**src/rtl/pmf_pkg.sv**
```systemverilog
package pmf_pkg;

  typedef enum logic [1:0] {
    CNT_HOLD = 2'd0,
    CNT_UP   = 2'd1,
    CNT_DOWN = 2'd2
  } cnt_op_e;

  // Saturating step: stops at all-ones going up and at zero going down.
  function automatic logic [7:0] cnt_step(input logic [7:0] cur,
                                          input logic [7:0] top,
                                          input cnt_op_e    op);
    logic [7:0] nxt;
    nxt = cur;
    case (op)
      CNT_UP:   if (cur != top)   nxt = cur + 8'd1;
      CNT_DOWN: if (cur != 8'd0)  nxt = cur - 8'd1;
      default:  nxt = cur;
    endcase
    return nxt;
  endfunction

endpackage

```
**src/rtl/pmf_field_split.sv**
```systemverilog
module pmf_field_split #(
  parameter int ADDR_W = 24,
  parameter int NPART  = 4,
  localparam int FW    = ADDR_W / NPART
) (
  input  logic [ADDR_W-1:0]         line,
  output logic [NPART-1:0][FW-1:0]  fields
);

  for (genvar k = 0; k < NPART; k++) begin : g_field
    assign fields[k] = line[k*FW +: FW];
  end

endmodule

```
**src/rtl/pmf_counter_bank.sv**
```systemverilog
module pmf_counter_bank
  import pmf_pkg::*;
#(
  parameter int IDX_W = 6,
  parameter int CNT_W = 4,
  localparam int DEPTH = 1 << IDX_W
) (
  input  logic             clk,
  input  logic             rst,
  input  logic [IDX_W-1:0] rd_idx,
  output logic             rd_zero,
  input  logic             upd_en,
  input  logic [IDX_W-1:0] inc_idx,
  input  logic             dec_en,
  input  logic [IDX_W-1:0] dec_idx
);

  localparam logic [7:0] CNT_TOP = 8'((1 << CNT_W) - 1);

  logic [CNT_W-1:0] cnt_q [DEPTH];
  logic [CNT_W-1:0] inc_next;
  logic [CNT_W-1:0] dec_next;
  logic             same_slot;

  assign rd_zero   = (cnt_q[rd_idx] == '0);
  assign same_slot = dec_en && (inc_idx == dec_idx);
  assign inc_next  = CNT_W'(cnt_step(8'(cnt_q[inc_idx]), CNT_TOP, CNT_UP));
  assign dec_next  = CNT_W'(cnt_step(8'(cnt_q[dec_idx]), CNT_TOP, CNT_DOWN));

  always_ff @(posedge clk) begin
    if (rst) begin
      for (int i = 0; i < DEPTH; i++) cnt_q[i] <= '0;
    end else if (upd_en && !same_slot) begin
      cnt_q[inc_idx] <= inc_next;
      if (dec_en) cnt_q[dec_idx] <= dec_next;
    end
  end

endmodule

```
**src/rtl/partition_miss_filter.sv**
```systemverilog
module partition_miss_filter #(
  parameter int ADDR_W = 24,
  parameter int NPART  = 4,
  parameter int CNT_W  = 4,
  localparam int FW    = ADDR_W / NPART
) (
  input  logic              clk,
  input  logic              rst,
  input  logic [ADDR_W-1:0] lk_line,
  output logic              lk_miss,
  input  logic              upd_valid,
  input  logic [ADDR_W-1:0] upd_fill_line,
  input  logic              upd_victim_valid,
  input  logic [ADDR_W-1:0] upd_victim_line
);

  logic [NPART-1:0][FW-1:0] lk_f;
  logic [NPART-1:0][FW-1:0] fill_f;
  logic [NPART-1:0][FW-1:0] vic_f;
  logic [NPART-1:0]         part_zero;

  pmf_field_split #(.ADDR_W(ADDR_W), .NPART(NPART)) u_split_lk (
    .line(lk_line), .fields(lk_f));
  pmf_field_split #(.ADDR_W(ADDR_W), .NPART(NPART)) u_split_fill (
    .line(upd_fill_line), .fields(fill_f));
  pmf_field_split #(.ADDR_W(ADDR_W), .NPART(NPART)) u_split_vic (
    .line(upd_victim_line), .fields(vic_f));

  for (genvar k = 0; k < NPART; k++) begin : g_bank
    pmf_counter_bank #(.IDX_W(FW), .CNT_W(CNT_W)) u_bank (
      .clk     (clk),
      .rst     (rst),
      .rd_idx  (lk_f[k]),
      .rd_zero (part_zero[k]),
      .upd_en  (upd_valid),
      .inc_idx (fill_f[k]),
      .dec_en  (upd_victim_valid),
      .dec_idx (vic_f[k])
    );
  end

  assign lk_miss = |part_zero;

endmodule

```
**config.mk**
```make
export PLATFORM = sky130hd
export DESIGN_NAME = partition_miss_filter
export DESIGN_NICKNAME = d
export VERILOG_FILES = /design/src/rtl/pmf_pkg.sv /design/src/rtl/pmf_field_split.sv /design/src/rtl/pmf_counter_bank.sv /design/src/rtl/partition_miss_filter.sv
export SDC_FILE = /design/constraint.sdc
export NUM_CORES = 2
export LEC_CHECK = 0
export BUFFER_PORTS_ARGS = -buffer_cell sky130_fd_sc_hd__clkbuf_2
export CORE_ASPECT_RATIO = 0.8
export CORE_MARGIN = 2
export CORE_UTILIZATION = 30
export CTS_BUF_LIST = sky130_fd_sc_hd__clkbuf_16
export DETAILED_ROUTE_END_ITERATION = 10
export PLACE_DENSITY = 0.55
export SYNTH_ARGS = -nofsm -noshare
export SYNTH_HDL_FRONTEND = slang
export SYNTH_HIERARCHICAL = 1
export SYNTH_SLANG_ARGS = --single-unit
```
**constraint.sdc**
```tcl
create_clock -name clk -period 4.1 [get_ports clk]
set_clock_uncertainty 0.05 [all_clocks]
set_input_delay 0.41 -clock clk [delete_from_list [all_inputs] [get_ports clk]]
set_output_delay 0.41 -clock clk [all_outputs]
set_load 0.05 [all_outputs]
```
# == Yosys cells after proc, flatten, opt, wreduce, memory -nomap -nowiden ==
# Memory sizes are Yosys's and may differ from the RTL's.
# Cells that the tools add are included.
# classes
add_sub_neg,8
eq_ne,8
n_mux,59
n_reduce_logical,29
# op_table
op,n
4-bit 2-to-1 mux,16
6-bit 2-to-1 mux,8
4-bit OR reduction,9
1-bit 2-to-1 mux,35
6-bit == test,4
"4-bit by 1-bit adder with 4-bit output, second input constant",4
4-bit logical NOT,4
"4-bit inequality test, second input constant",4
4-bit nonzero test,4
"4-bit by 1-bit subtractor with 4-bit output, second input constant",4
1-bit logical AND,8
1-bit logical NOT,4
# word_totals
reg_bits,0
ramBits,1024
input_bits,76
output_inout_bits,1
memories,4
# memory_table
memory,words,width,rd,rd_ports_with_merged_regs,wr,line_no,rtl
g_bank[0].u_bank.cnt_q,64,4,3,0,64,pmf_counter_bank.sv:20,logic [CNT_W-1:0] cnt_q [DEPTH];
g_bank[1].u_bank.cnt_q,64,4,3,0,64,pmf_counter_bank.sv:20,
g_bank[2].u_bank.cnt_q,64,4,3,0,64,pmf_counter_bank.sv:20,
g_bank[3].u_bank.cnt_q,64,4,3,0,64,pmf_counter_bank.sv:20,

# == Longest topological paths before layout ==
# logic_depth
word_depth,9
depth_mapped,17

# == Cells and area by module ==
# The synthesis kept the hierarchy.
# by_module_without_submodules
mod,n_inst,cells_each,area_per_inst_um2,seq_area_each_um2
pmf_counter_bank at g_bank[1].u_bank ...,3,1550,17350.4,7687.4
pmf_counter_bank at g_bank[0].u_bank,1,1530,17471.8,7687.4
pmf_field_split,3,24,180.2,0.0
partition_miss_filter,1,1,7.5,0.0

# == Worst setup path before layout ==
# Ideal clock, no wire load.
# synth_path
path_kind,input to register
startpoint,input port upd_fill_line[6]
endpoint,"memory g_bank[1].u_bank.cnt_q[13][2], data pin"
setup_ns,0.271
arrival_time_ns,3.349
path_slack_ns,0.430
path_stages,14
path_buffers,4
cell_sequence,buf_4 -> buf_2 -> buf_6 -> mux2_4 -> a221o_1 -> o2bb2ai_1 -> a311o_1 -> a2111o_1 -> ha_1 -> inv_1 -> nand3_1 -> o21ai_1 -> clkbuf_1 -> o22ai_1
# synth_lines
item,line_no,rtl
from (decl),partition_miss_filter.sv:12,"input logic [ADDR_W-1:0] upd_fill_line,"
to (decl),pmf_counter_bank.sv:20,

==> flow_summary_export.csv <==
group,metric,value,unit
run_status,outcome,"finished, violations left",
run_status,violations,"setup timing",
global_route,grt.busiest_layer,"met1",
pwr,p_per_area,370,nW/µm²
worst_hold_path,hold_path.class,"in2reg",
pwr,finalPower,31.2,mW
floorplan,core,232000,µm²
clock_network,cts.clk_slew.worst_paths,80,ps
finish,largest_reg_flops,1024,
timing,fin_crit,4160,ps
timing,drv_slew,0,
finish,syn_to_final_growth,20.4,%
finish,layout.nets,6843,
synth,synth_commonest_cells,"edfxtp_1, o22ai_1, nand2_1",
timing,rsz0062_at_grt,"yes",
timing,max_slew_margin,21.5,%
worst_setup_path,worst-path-buf-inv,1,
worst_hold_path,hold_depth,2,
global_route,grt_max_degree,57,
finish,design_area,84400,µm²
finish,nFillCells,22822,
timing,fmax,0.240,GHz
timing,tns,-59.5,ps
floorplan,fp.dieW,544,µm
global_route,grt_util_met1,41.2,%
placed_design,portBuffers,76,
finish,multi_input_area,35700,µm²
floorplan,dieArea,237000,µm²
worst_setup_path,crit_end,"lk_miss",
worst_setup_path,timing.rr.start,"g_bank[2].u_bank/cnt_q[37][0]",
finish,drive_above_1_share,28.7,%
route,via_per_inst,6.71,
worst_setup_path,r2r.worst_path.cells,12,
worst_setup_path,critPathTopFamily,"multiplexers",
floorplan,pin_count,77,
finish,largest-register,"g_bank.u_bank/cnt_q",
global_route,grt_pass1_wl,484000,µm
timing,tightest_slew,1170,ps
worst_setup_path,rrSetupSlack,250,ps
floorplan,num_rows,158,
clock_network,clk_latency,800,ps
synth,synth.distinct_cells,90,
clock_network,root_buffer,"clkbuf_16",
timing,finalHoldViolCount,0,
worst_setup_path,path_max_fanout,2,
global_route,grtUsageTotal,27.9,%
route,drt_first_pass_iters,6,
worst_setup_path,slowest_delay,590,ps
synth,synth.most_common_cell,"edfxtp_1",
floorplan,initial_core_util,30.2,%
synth,ys_top_cells_by_area,"edfxtp_1, o22ai_1, mux4_2, o32ai_2, nand2_1",
synth,yosysWarnings,6,
synth,seq_area_frac_synth,43.9,%
synth,synth-seq-cells,1024,
clock_network,clk_path_buf_depth,3,
worst_setup_path,slowest_stage,"mux4_2",
route,routedWlPerCell,34.7,µm
synth,synth.top_cell.area_share,43.9,%
synth,synth_edf_count,1024,
clock_network,ctsHoldBuffers,0,
global_route,antenna_found_initial,12,
worst_setup_path,worstPathCellList,"nor4_1, mux4_2, mux4_2, mux4_2, or4_4, buf_12",
finish,finalNonFillerCells,9977,
global_route,grt_overflow,0,
finish,register_area,30700,µm²
synth,synthArstFlopShare,0,%
worst_setup_path,crit_arrival,3700,ps
pwr,peakVddDrop,0.531,mV
worst_setup_path,startpoint_type,"flop",
placed_design,dpl-instance-area,79900,µm²
timing,setup_violations,1,
global_route,grt_use_met3,6.79,%
global_route,use_met2,39.8,%
worst_setup_path,crit_type,"reg2out",
synth,synthCells,6253,
route,drt_iter0_drc,10906,
placed_design,hpwl,255000,µm
worst_setup_path,path_depth,6,
synth,ys.flop_type,"edfxtp_1",
route,vias,66902,
synth,syn_avg_cell_area,11.2,µm²
timing,post-route-period-util,101,%
finish,reg_top3,"g_bank.u_bank/cnt_q x1024",
synth,synth_area_leader_cell,"edfxtp_1",
route,routed_wl,346000,µm
worst_setup_path,r2r-end,"g_bank[2].u_bank/cnt_q[20][3]",
clock_network,cts_tree,"yes",
worst_setup_path,cp-startpoint,"g_bank[1].u_bank/cnt_q[6][3]",
clock_network,cts_buffers,112,
route,postRouteAntennaNets,0,
worst_setup_path,endpoint_kind,"primary output",
run,cap_viol_max_count,0,
floorplan,die_h,436,µm
synth,synthesis.nets,6337,
synth,synth_area,70100,µm²
worst_setup_path,crit_required,3640,ps
clock_network,clock-sinks,1024,
clock_network,htreeDepth,3,
placed_design,dpl.cell_count,9669,
timing,final.setup.worst_slack,-59.5,ps
timing,hold_slack,520,ps
pwr,p_leak,28.8,nW
placed_design,gp_congestion,1.02,
global_route,first_global_vias,62560,
worst_setup_path,path_common_cell,"mux4_2",
route,drc,0,
==> power breakdown <==
group          internal [mW]  leakage (nW)  total (mW)  switching, mW
sequential              11.9          10.6        12.4          0.483
combinational           2.87          16.4        8.26           5.39
clock                   5.92          1.88        10.6           4.65
==> stage by stage <==
stage	setup WS (ps)	utilization, %
finish	-59.5	36.4
global route	-77.3	36.4
CTS	-69.9	36.3
detailed placement	-288	34.5
global placement	-391	34.5
floorplan	430	-
==> layout by cell type, fill, tap and decap left out, types with 128 or more instances in the layout <==
master / count
nand2_1: 669
mux2i_1: 221
buf_4: 881
nand3b_1: 294
nor4_1: 201
buf_12: 156
a22oi_1: 175
o22ai_1: 791
edfxtp_1: 1024
mux4_2: 179
a221oi_1: 128
mux2_2: 147
o32ai_2: 244
==> logic make-up (layout without fill, tap and decap cells) <==
| logic type | count (synthesis) | after routing | synth area share [%] |
|---|---|---|---|
| AO/OA/AOI/OAI | 2131 | 2131 | 24.9 |
| XOR/XNOR | 32 | 32 | 0.443 |
| adder cells (fa/ha/maj) | 8 | 8 | 0.143 |
| buffers and inverters | 772 | 1369 | 5.73 |
| flip-flops | 1024 | 1024 | 43.9 |
| multiplexers | 562 | 562 | 11.6 |
| other | 0 | 7 | 0 |
| AND/OR/NAND/NOR | 1724 | 1724 | 13.3 |
==> per-layer routing <==
layer	share of wire, %	vias up
met5	0.020	-
met4	3.3	10
met3	12	661
met2	42	5160
li1	-	27168
met1	43	33903
==> how the worst min path moves through the flow <==
stage                   startpoint                             to  slack (ps)
5_1_grt        upd_victim_line[15]  g_bank[2].u_bank/cnt_q[22][1]         520
6_report                       rst  g_bank[2].u_bank/cnt_q[15][0]         520
3_3_place_gp                   rst  g_bank[2].u_bank/cnt_q[54][0]        1270
2_1_floorplan                  rst  g_bank[0].u_bank/cnt_q[19][0]         920
3_5_place_dp    upd_victim_line[3]  g_bank[0].u_bank/cnt_q[35][2]        1300
4_1_cts         upd_victim_line[3]  g_bank[0].u_bank/cnt_q[35][2]         450
==> timing repair <==
item                       CTS  global route
setup endpoints to repair    1            21
setup buffers               71            25
gates resized for setup      8             7
pin swaps                    3             1
==> layout make-up <==
class	count	share of cell area [%]
Multi-Input combinational cell	4457	42.3
Timing Repair Buffer	1107	12.0
Antenna cell	7	0.0208
Sequential cell	1024	36.4
Clock inverter	93	1.11
Inverter	57	0.254
Tap cell	3120	4.63
Clock buffer	112	3.32
Power figures use the tool's default switching activity.
